==> config.mk <==
export PLATFORM = sky130hd
export DESIGN_NAME = dual_timer_pwm
export DESIGN_NICKNAME = d
export VERILOG_FILES = /design/src/rtl/dtpwm_pkg.sv /design/src/rtl/dtpwm_timer.sv /design/src/rtl/dtpwm_seq.sv /design/src/rtl/dual_timer_pwm.sv
export SDC_FILE = /design/constraint.sdc
export NUM_CORES = 1
export LEC_CHECK = 0
export BUFFER_PORTS_ARGS = -buffer_cell sky130_fd_sc_hd__buf_2
export CAP_MARGIN = 20
export CORE_MARGIN = 8
export CORE_UTILIZATION = 55
export CTS_CLUSTER_DIAMETER = 200
export DETAILED_ROUTE_END_ITERATION = 6
export HOLD_SLACK_MARGIN = 0.15
export PLACE_DENSITY = 0.79
export SLEW_MARGIN = 20
export SYNTH_ARGS = -nofsm -noshare
export SYNTH_HDL_FRONTEND = slang
export SYNTH_HIERARCHICAL = 1
export SYNTH_SLANG_ARGS = --single-unit
==> constraint.sdc <==
create_clock -name clk -period 5.01 [get_ports clk]
set_clock_uncertainty 0.05 [all_clocks]
set_input_delay 0.501 -clock clk [delete_from_list [all_inputs] [get_ports clk]]
set_output_delay 0.501 -clock clk [all_outputs]
set_load 0.005 [all_outputs]
==> src/rtl/dtpwm_pkg.sv <==
package dtpwm_pkg;
   typedef enum logic {
      PH_LOW  = 1'b0,
      PH_HIGH = 1'b1
   } phase_e;

   localparam int NUM_TIMERS = 2;
   localparam int IDX_LOW    = 0;
   localparam int IDX_HIGH   = 1;
endpackage

==> src/rtl/dtpwm_timer.sv <==
module dtpwm_timer #(
   parameter int W = 8
) (
   input  logic         clk,
   input  logic         rst_n,
   input  logic         busy,
   input  logic         tick,
   input  logic         wr,
   input  logic [W-1:0] wdata,
   output logic [W-1:0] count,
   output logic         ovf
);
   localparam logic [W-1:0] ONE  = {{(W-1){1'b0}}, 1'b1};
   localparam logic [W-1:0] ZERO = '0;

   logic [W-1:0] latch_q, latch_d;
   logic [W-1:0] cnt_q, cnt_d;

   assign ovf     = busy & tick & (cnt_q == ZERO);
   assign latch_d = wr ? wdata : latch_q;

   always_comb begin
      cnt_d = cnt_q;
      if (ovf)
         cnt_d = latch_d - ONE;
      else if (wr && !busy)
         cnt_d = wdata;
      else if (busy && tick)
         cnt_d = cnt_q - ONE;
   end

   always_ff @(posedge clk or negedge rst_n) begin
      if (!rst_n) begin
         latch_q <= '0;
         cnt_q   <= '0;
      end else begin
         latch_q <= latch_d;
         cnt_q   <= cnt_d;
      end
   end

   assign count = cnt_q;

   // a timer that is not counting and not written holds its count
   a_r10_idle_hold: assert property (@(posedge clk) disable iff (!rst_n)
      (!busy && !wr) |=> (cnt_q == $past(cnt_q)));

   // a counting timer steps down by one on a tick above zero
   a_r3_step_down: assert property (@(posedge clk) disable iff (!rst_n)
      (busy && tick && cnt_q != ZERO) |=> (cnt_q == $past(cnt_q) - ONE));

   // a write to the counting timer leaves the live count alone
   a_r6_deferred_write: assert property (@(posedge clk) disable iff (!rst_n)
      (busy && wr && !tick) |=> (cnt_q == $past(cnt_q)));

   // after overflow the count sits one below the latch
   a_r7_reload: assert property (@(posedge clk) disable iff (!rst_n)
      ovf |=> (cnt_q == latch_q - ONE));

   // a write to a waiting timer lands in the count and the latch
   a_r8_direct_write: assert property (@(posedge clk) disable iff (!rst_n)
      (wr && !busy) |=> (cnt_q == latch_q));
endmodule

==> src/rtl/dtpwm_seq.sv <==
module dtpwm_seq
   import dtpwm_pkg::*;
(
   input  logic                  clk,
   input  logic                  rst_n,
   input  logic                  en,
   input  logic [NUM_TIMERS-1:0] ovf,
   output logic [NUM_TIMERS-1:0] busy,
   output phase_e                phase
);
   phase_e phase_q;

   always_ff @(posedge clk or negedge rst_n) begin
      if (!rst_n)
         phase_q <= PH_LOW;
      else if (en && (ovf != '0))
         phase_q <= (phase_q == PH_LOW) ? PH_HIGH : PH_LOW;
   end

   assign busy[IDX_LOW]  = en & (phase_q == PH_LOW);
   assign busy[IDX_HIGH] = en & (phase_q == PH_HIGH);
   assign phase          = phase_q;

   // the two timers never pass zero in the same cycle
   a_r4_single_ovf: assert property (@(posedge clk) disable iff (!rst_n)
      $onehot0(ovf));

   // an overflow flips the phase
   a_r5_flip: assert property (@(posedge clk) disable iff (!rst_n)
      (en && ovf != '0) |=> (phase_q != $past(phase_q)));

   // a disabled generator keeps its phase
   a_r10_phase_hold: assert property (@(posedge clk) disable iff (!rst_n)
      !en |=> $stable(phase_q));
endmodule

==> src/rtl/dual_timer_pwm.sv <==
module dual_timer_pwm
   import dtpwm_pkg::*;
#(
   parameter int W = 8
) (
   input  logic         clk,
   input  logic         rst_n,
   input  logic         tick,
   input  logic         pwm_en,
   input  logic         out_en,
   input  logic         lo_wr,
   input  logic [W-1:0] lo_wdata,
   input  logic         hi_wr,
   input  logic [W-1:0] hi_wdata,
   output logic         pwm_pin,
   output logic [W-1:0] lo_count,
   output logic [W-1:0] hi_count
);
   generate
      if (W < 2 || W > 32) begin : g_bad_width
         $error("dual_timer_pwm: W must lie in 2..32");
      end
   endgenerate

   logic [NUM_TIMERS-1:0]        wr_v;
   logic [NUM_TIMERS-1:0][W-1:0] wd_v;
   logic [NUM_TIMERS-1:0][W-1:0] cnt_v;
   logic [NUM_TIMERS-1:0]        ovf_v;
   logic [NUM_TIMERS-1:0]        busy_v;
   phase_e                       phase;

   assign wr_v[IDX_LOW]  = lo_wr;
   assign wr_v[IDX_HIGH] = hi_wr;
   assign wd_v[IDX_LOW]  = lo_wdata;
   assign wd_v[IDX_HIGH] = hi_wdata;

   for (genvar gi = 0; gi < NUM_TIMERS; gi++) begin : g_timer
      dtpwm_timer #(.W(W)) u_timer (
         .clk   (clk),
         .rst_n (rst_n),
         .busy  (busy_v[gi]),
         .tick  (tick),
         .wr    (wr_v[gi]),
         .wdata (wd_v[gi]),
         .count (cnt_v[gi]),
         .ovf   (ovf_v[gi])
      );
   end

   dtpwm_seq u_seq (
      .clk   (clk),
      .rst_n (rst_n),
      .en    (pwm_en),
      .ovf   (ovf_v),
      .busy  (busy_v),
      .phase (phase)
   );

   assign pwm_pin  = pwm_en & out_en & (phase == PH_HIGH);
   assign lo_count = cnt_v[IDX_LOW];
   assign hi_count = cnt_v[IDX_HIGH];

   // the low timer counts first after reset
   a_r1_low_first: assert property (@(posedge clk)
      $rose(rst_n) |-> (phase == PH_LOW));

   // the pin is driven by the high phase only
   a_r2_pin_high_phase: assert property (@(posedge clk) disable iff (!rst_n)
      pwm_pin |-> busy_v[IDX_HIGH]);
endmodule

==> impl_metrics.json, run 1 <==
{
  "cts.sinks": 33,
  "syn_avg_cell_area_um2": 9.09,
  "overflow": 0,
  "r2r_start": "g_timer[0].u_timer/count[0]",
  "yosysSeqAreaShare_pct": 39.2,
  "path_max_fanout": 8,
  "synth_edf_count": 0,
  "grt_setup_unrepaired": "no",
  "wl_per_cell_um": 15.6,
  "syn_to_final_growth_pct": 13.8,
  "worst_pin_slew_ns": 0.726,
  "hold_viol": 0,
  "hpwl_mm": 3.86,
  "mostFrequentLayoutCell": "buf_2",
  "path_class": "flip-flop to flip-flop",
  "async_flop_share_pct": 100,
  "syn_nets": 259,
  "drt_first_pass_iters": 5,
  "portBuffers": 39,
  "status": "finished clean",
  "arrival_ns": 2.33,
  "postCtsSetupRepairBufs": 0,
  "rrSetupSlack_ns": 2.80,
  "yosysUniqueCellTypes": 37,
  "layout_common_cells": "buf_2, dfrtp_1, nor2_1",
  "clk_latency_ns": 0.28,
  "ios": 40,
  "power_density_nw_per_um2": 403,
  "route.detailed.drc": 0,
  "drive_gt1_share_pct": 24.4,
  "diodes": 0,
  "drv_cap": 0,
  "core_area_um2": 3660,
  "grt_pass1_wl_mm": 8.43,
  "drtIter0Drc": 181,
  "fin_nets": 297,
  "htreeDepth": 2,
  "n_fill_cell": 304,
  "die_h_um": 77.9,
  "clkSlewWorstSetupHoldPaths_ns": 0.07,
  "grt_pass1_vias": 1790,
  "rr_endpoint": "g_timer[0].u_timer/count[4]",
  "fin_tns_setup_ns": 0,
  "multi_input_area_um2": 1150,
  "synth_cells": 232,
  "ys_warn_count": 6,
  "synth_seq_cells": 33,
  "via_per_inst": 5.88,
  "maxSlewHeadroom_pct": 51.6,
  "rows": 22,
  "period_needed_ns": 2.21,
  "crit_path_end": "g_timer[0].u_timer/count[4]",
  "ctsRootBufferMaster": "clkbuf_8",
  "postRouteAntennaNets": 0,
  "fin_total_pwr_mw": 0.968,
  "die_x_um": 77.9,
  "synth_ff_type": "dfrtp_1",
  "cts_inserted_buffers": 5,
  "hold_class": "input pin to async pin",
  "crit_path_start_kind": "flip-flop",
  "layout.area.seq_um2": 826,
  "worstRegToRegCells": 7,
  "clk_path_buf_depth": 2,
  "final_max_slew_viol_count": 0,
  "initial_core_util_pct": 57.6,
  "ir_worst_vdd_v": 0.000283,
  "crit_path_start": "g_timer[0].u_timer/count[0]",
  "die_area_um2": 6070,
  "num_vias": 1877,
  "hold_buffers": 0,
  "synth_area_um2": 2110,
  "grt.total_usage_pct": 16.6,
  "power_leakage_nw": 1.05,
  "setup_viol": 0,
  "cts_tree": "yes",
  "worstSetupEndpointType": "flip-flop",
  "routabilityCongestion": 0.889,
  "required_ns": 5.12,
  "wirelength_mm": 4.98,
  "antenna_found_initial": 0,
  "cts_resized": 0,
  "grt_max_degree": 34,
  "max_freq_mhz": 452,
  "fin_crit_sh_pct": 44.2
}
synth_stat cells, types with 3 or more instances:
cell	count	area share [%]
a211oi_1	4	1.4
a21oi_1	6	1.4
a221o_1	4	1.9
a31oi_1	4	1.2
and2_1	3	0.89
buf_2	4	0.95
buf_6	4	2.1
dfrtp_1	33	39
ha_1	4	2.4
inv_1	16	2.8
mux2_2	8	4.3
mux2i_1	6	2.8
nand2_1	12	2.1
nand3_1	12	2.8
nor2_1	28	5.0
nor3_1	10	2.4
nor4_1	6	1.8
o21ai_0	22	5.2
xnor2_1	13	5.4
kinds of logic (layout without fill, tap and decap cells):
group,Yosys count,after routing,synth area share (%)
AND/OR/NAND/NOR,87,87,21.7
AO/OA/AOI/OAI,55,55,18.0
flip-flops,33,33,39.2
buffers and inverters,26,65,6.29
multiplexers,14,14,7.12
XOR/XNOR,13,13,5.40
adder cells (fa/ha/maj),4,4,2.37
power breakdown:
group          switching (mW)  total, mW  internal, mW
logic                   0.169      0.330         0.161
clock network          0.0940      0.218         0.124
registers              0.0899      0.419         0.330
critical path, stage by stage, from the launching register on:
cell and delay, ns:
dfrtp_1 0.45, inv_1 0.11, ha_1 0.17, nor3b_2 0.36, nand4_1 0.31, clkinv_1 0.27, a2111oi_0 0.10, a221o_1 0.29
area by class of cell:
cell class / count / area share (%)
inverters: 18 / 2.82
repair buffers: 39 / 8.13
well taps: 48 / 2.50
clock inverters: 1 / 0.209
clock buffers: 7 / 4.01
multi-input cells: 173 / 47.9
flip-flops and latches: 33 / 34.4
how the worst min path moves through the flow:
stage | slack, ns | endpoint | startpoint
4_1_cts | 0.24 | g_timer[0].u_timer/latch_q[5] | rst_n
3_5_place_dp | 0.45 | u_seq/phase | u_seq/phase
3_3_place_gp | 0.45 | u_seq/phase | u_seq/phase
2_1_floorplan | 0.16 | g_timer[0].u_timer/count[0] | rst_n
6_report | 0.23 | g_timer[0].u_timer/latch_q[2] | rst_n
5_1_grt | 0.29 | g_timer[0].u_timer/latch_q[1] | rst_n
metal layers:
| metal | global-route usage, % | share of wire (%) | wire length (um) |
|---|---|---|---|
| met2 | 25.2 | 45 | 2260 |
| met1 | 22.0 | 46 | 2280 |
| met4 | 5.93 | 0.90 | 45 |
| met3 | 4.84 | 7.9 | 393 |
| met5 | 0 | 0 | 0 |
per-stage QoR:
| step | hold slack [ns] | std cells | utilization (%) | worst slack [ns] | cell area, um2 |
|---|---|---|---|---|---|
| after global placement | 0.449 | 311 | 62.8 | 2.76 | 2300 |
| after global routing | 0.292 | 319 | 65.6 | 2.63 | 2400 |
| after CTS | 0.243 | 319 | 65.6 | 2.84 | 2400 |
| after floorplan | 0.155 | 232 | - | 2.94 | 2110 |
| final | 0.225 | 319 | 65.6 | 2.80 | 2400 |
| after detailed placement | 0.455 | 311 | 62.8 | 2.77 | 2300 |
flip-flops by register name, summed over array words and instances (netlist names):
signal                   cells
g_timer.u_timer/count       16
u_seq/phase                  1
g_timer.u_timer/latch_q     16
Power figures use the tool's default switching activity.
==> inputs of run 2 (changes only) <==
--- a/config.mk
+++ b/config.mk
@@ -5,14 +5,15 @@
 export SDC_FILE = /design/constraint.sdc
 export NUM_CORES = 1
 export LEC_CHECK = 0
+export ABC_AREA = 1
 export BUFFER_PORTS_ARGS = -buffer_cell sky130_fd_sc_hd__buf_2
 export CAP_MARGIN = 20
 export CORE_MARGIN = 8
-export CORE_UTILIZATION = 55
+export CORE_UTILIZATION = 51
 export CTS_CLUSTER_DIAMETER = 200
 export DETAILED_ROUTE_END_ITERATION = 6
 export HOLD_SLACK_MARGIN = 0.15
-export PLACE_DENSITY = 0.79
+export PLACE_DENSITY = 0.76
 export SLEW_MARGIN = 20
 export SYNTH_ARGS = -nofsm -noshare
 export SYNTH_HDL_FRONTEND = slang
==> constraint.sdc (replaced) <==
create_clock -name clk -period 2 [get_ports clk]
set_clock_uncertainty 0.05 [all_clocks]
set_input_delay 0.2 -clock clk [delete_from_list [all_inputs] [get_ports clk]]
set_output_delay 0.2 -clock clk [all_outputs]
set_load 0.005 [all_outputs]
==> run 2 against run 1 <==
Non-clock buffer count is 6 higher. Power rose to 2.7 times the previous value. Sequential cell count did not move. Clock power rose to 2.6 times the previous value. Register-to-register slack worse by 2.6 ns. Synthesized area rose by 16%.
==> impl_metrics.json, run 2 <==
{
  "grt.total_usage_pct": 18.1,
  "cts.sinks": 33,
  "die_x_um": 85.2,
  "rows": 25,
  "grt_setup_unrepaired": "no",
  "power_density_nw_per_um2": 943,
  "crit_path_start_kind": "flip-flop",
  "yosysTopAreaCell": "dfrtp_1",
  "route.detailed.drc": 0,
  "drive_gt1_share_pct": 18.5,
  "clk_latency_ns": 0.29,
  "portBuffers": 39,
  "syn_to_final_growth_pct": 14.4,
  "grt_max_degree": 34,
  "power_leakage_nw": 1.55,
  "via_per_inst": 5.10,
  "yosysUniqueCellTypes": 22,
  "cts_resized": 0,
  "post-synth-top-count-cell": "nand2_1",
  "period_needed_ns": 1.77,
  "cts_inserted_buffers": 5,
  "ctsRootBufferMaster": "clkbuf_8",
  "htreeDepth": 2,
  "die_area_um2": 7260,
  "wl_per_cell_um": 12.4,
  "hp-start": "pwm_en",
  "syn_nets": 415,
  "hold_viol": 0,
  "r2r_start": "u_seq/phase",
  "grt_pass1_vias": 2257,
  "worst_pin_slew_ns": 0.784,
  "drv_cap": 0,
  "fin_total_pwr_mw": 2.63,
  "rrSetupSlack_ns": 0.23,
  "required_ns": 2.12,
  "async_flop_share_pct": 100,
  "path_class": "flip-flop to flip-flop",
  "worstSetupEndpointType": "flip-flop",
  "crit_path_start": "u_seq/phase",
  "initial_core_util_pct": 52.4,
  "fin_crit_sh_pct": 88.3,
  "arrival_ns": 1.89,
  "synth_seq_cells": 33,
  "ys_warn_count": 6,
  "die_h_um": 85.2,
  "overflow": 0,
  "drtIter0Drc": 223,
  "max_freq_mhz": 566,
  "setup_viol": 0,
  "synth_top_cell_area_share_pct": 33.8,
  "routabilityCongestion": 0.928,
  "synth_edf_count": 0,
  "hold_class": "input pin to flip-flop",
  "yosysSeqAreaShare_pct": 33.8,
  "ir_worst_vdd_v": 0.000407,
  "wirelength_mm": 6.06,
  "clkSlewWorstSetupHoldPaths_ns": 0.07,
  "hpwl_mm": 4.61,
  "ios": 40,
  "clk_path_buf_depth": 2,
  "final_max_slew_viol_count": 0,
  "diodes": 0,
  "postRouteAntennaNets": 0,
  "num_vias": 2482,
  "netlist_top_cells_count": "nand2_1, inv_1, nand3_1, dfrtp_1, nor2_1",
  "path_max_fanout": 12,
  "syn_avg_cell_area_um2": 6.29,
  "drt_first_pass_iters": 4,
  "synth_ff_type": "dfrtp_1",
  "synth_cells": 388,
  "fin_tns_setup_ns": 0,
  "fin_nets": 459,
  "ys_top_cells_by_area": "dfrtp_1, nand2_1, inv_1",
  "antenna_found_initial": 0,
  "mostFrequentLayoutCell": "nand2_1",
  "cts_tree": "yes",
  "layout_common_cells": "nand2_1, inv_1, nand3_1",
  "grt_pass1_wl_mm": 10.8,
  "status": "finished clean",
  "core_area_um2": 4660,
  "synth_area_um2": 2440,
  "maxSlewHeadroom_pct": 47.7
}
[run 2: cell count changes in the layout (fill, tap and decap cells not counted), moves of 10 or more]
cell / change
nand3_1: +31
xnor2_1: -13
inv_1: +42
nor3_1: -10
nand2_1: +125
[run 2: critical path, stage by stage (launching register included)]
cell and delay, ns:
dfrtp_1 0.43, nor2_1 0.30, nand2_1 0.16, inv_1 0.09, nand2_1 0.05, nor2_1 0.10
buf_4 0.19, nand3_1 0.11, nand3_1 0.08, o21ai_0 0.08
[run 2: layout make-up]
| cell class | instances | area [um2] |
|---|---|---|
| Clock inverter | 1 | 5.00 |
| Tap cell | 54 | 67.6 |
| Multi-Input combinational cell | 281 | 1310 |
| Inverter | 66 | 248 |
| Sequential cell | 33 | 826 |
| Fill cell | 444 | 1870 |
| Timing Repair Buffer | 45 | 245 |
| Clock buffer | 7 | 96.3 |
[run 2: timing repair]
item / CTS / global route
hold buffers: 2 / 0
hold endpoints to repair: 34 / 0
buffers inserted: 0 / 0
[run 2: where the power goes]
group	internal, mW	switching [mW]
Sequential	0.831	0.166
Clock	0.311	0.248
Combinational	0.415	0.664
[run 2: logic make-up (layout without fill, tap and decap cells)]
group                      count (synthesis)  in the layout  synth area share, %
DFF                                       33             33                 33.8
adders and majority gates                  4              4                 2.05
AOI/OAI and AO/OA                         43             43                 10.0
buffers and inverters                     74            119                 12.7
and+or+nand+nor                          234            234                 41.4
[run 2: path summary, 6_finish.rpt]
kind,cells past startpoint,endpoint
worst max-delay path,9,g_timer[0].u_timer/count[2]
worst min-delay path,3,u_seq/phase
worst max register to register,9,g_timer[0].u_timer/count[2]
worst min register to register,2,g_timer[0].u_timer/latch_q[7]
max in group asynchronous,2,g_timer[1].u_timer/latch_q[5]
min in group asynchronous,2,g_timer[1].u_timer/latch_q[0]
[run 2: metal layers]
layer	part of all wire, %	vias up	global-route usage [%]	wire [um]
li1	-	1300	-	-
met1	51	1105	26.2	3100
met3	5.7	6	4.34	348
met4	0.97	0	4.85	59
met2	42	71	25.9	2560
met5	0	-	0	0
[run 2: metrics by stage]
stage	instance area (um2)	setup WS [ns]	util (%)	std cells	hold WS, ns
3_5_place_dp	2670	0.160	57.3	477	0.267
6_report	2790	0.233	59.9	487	0.168
5_1_grt	2790	0.0752	59.9	487	0.165
2_1_floorplan	2440	0.448	-	388	-0.146
3_3_place_gp	2670	0.206	57.3	477	0.262
4_1_cts	2790	0.261	59.9	487	0.158
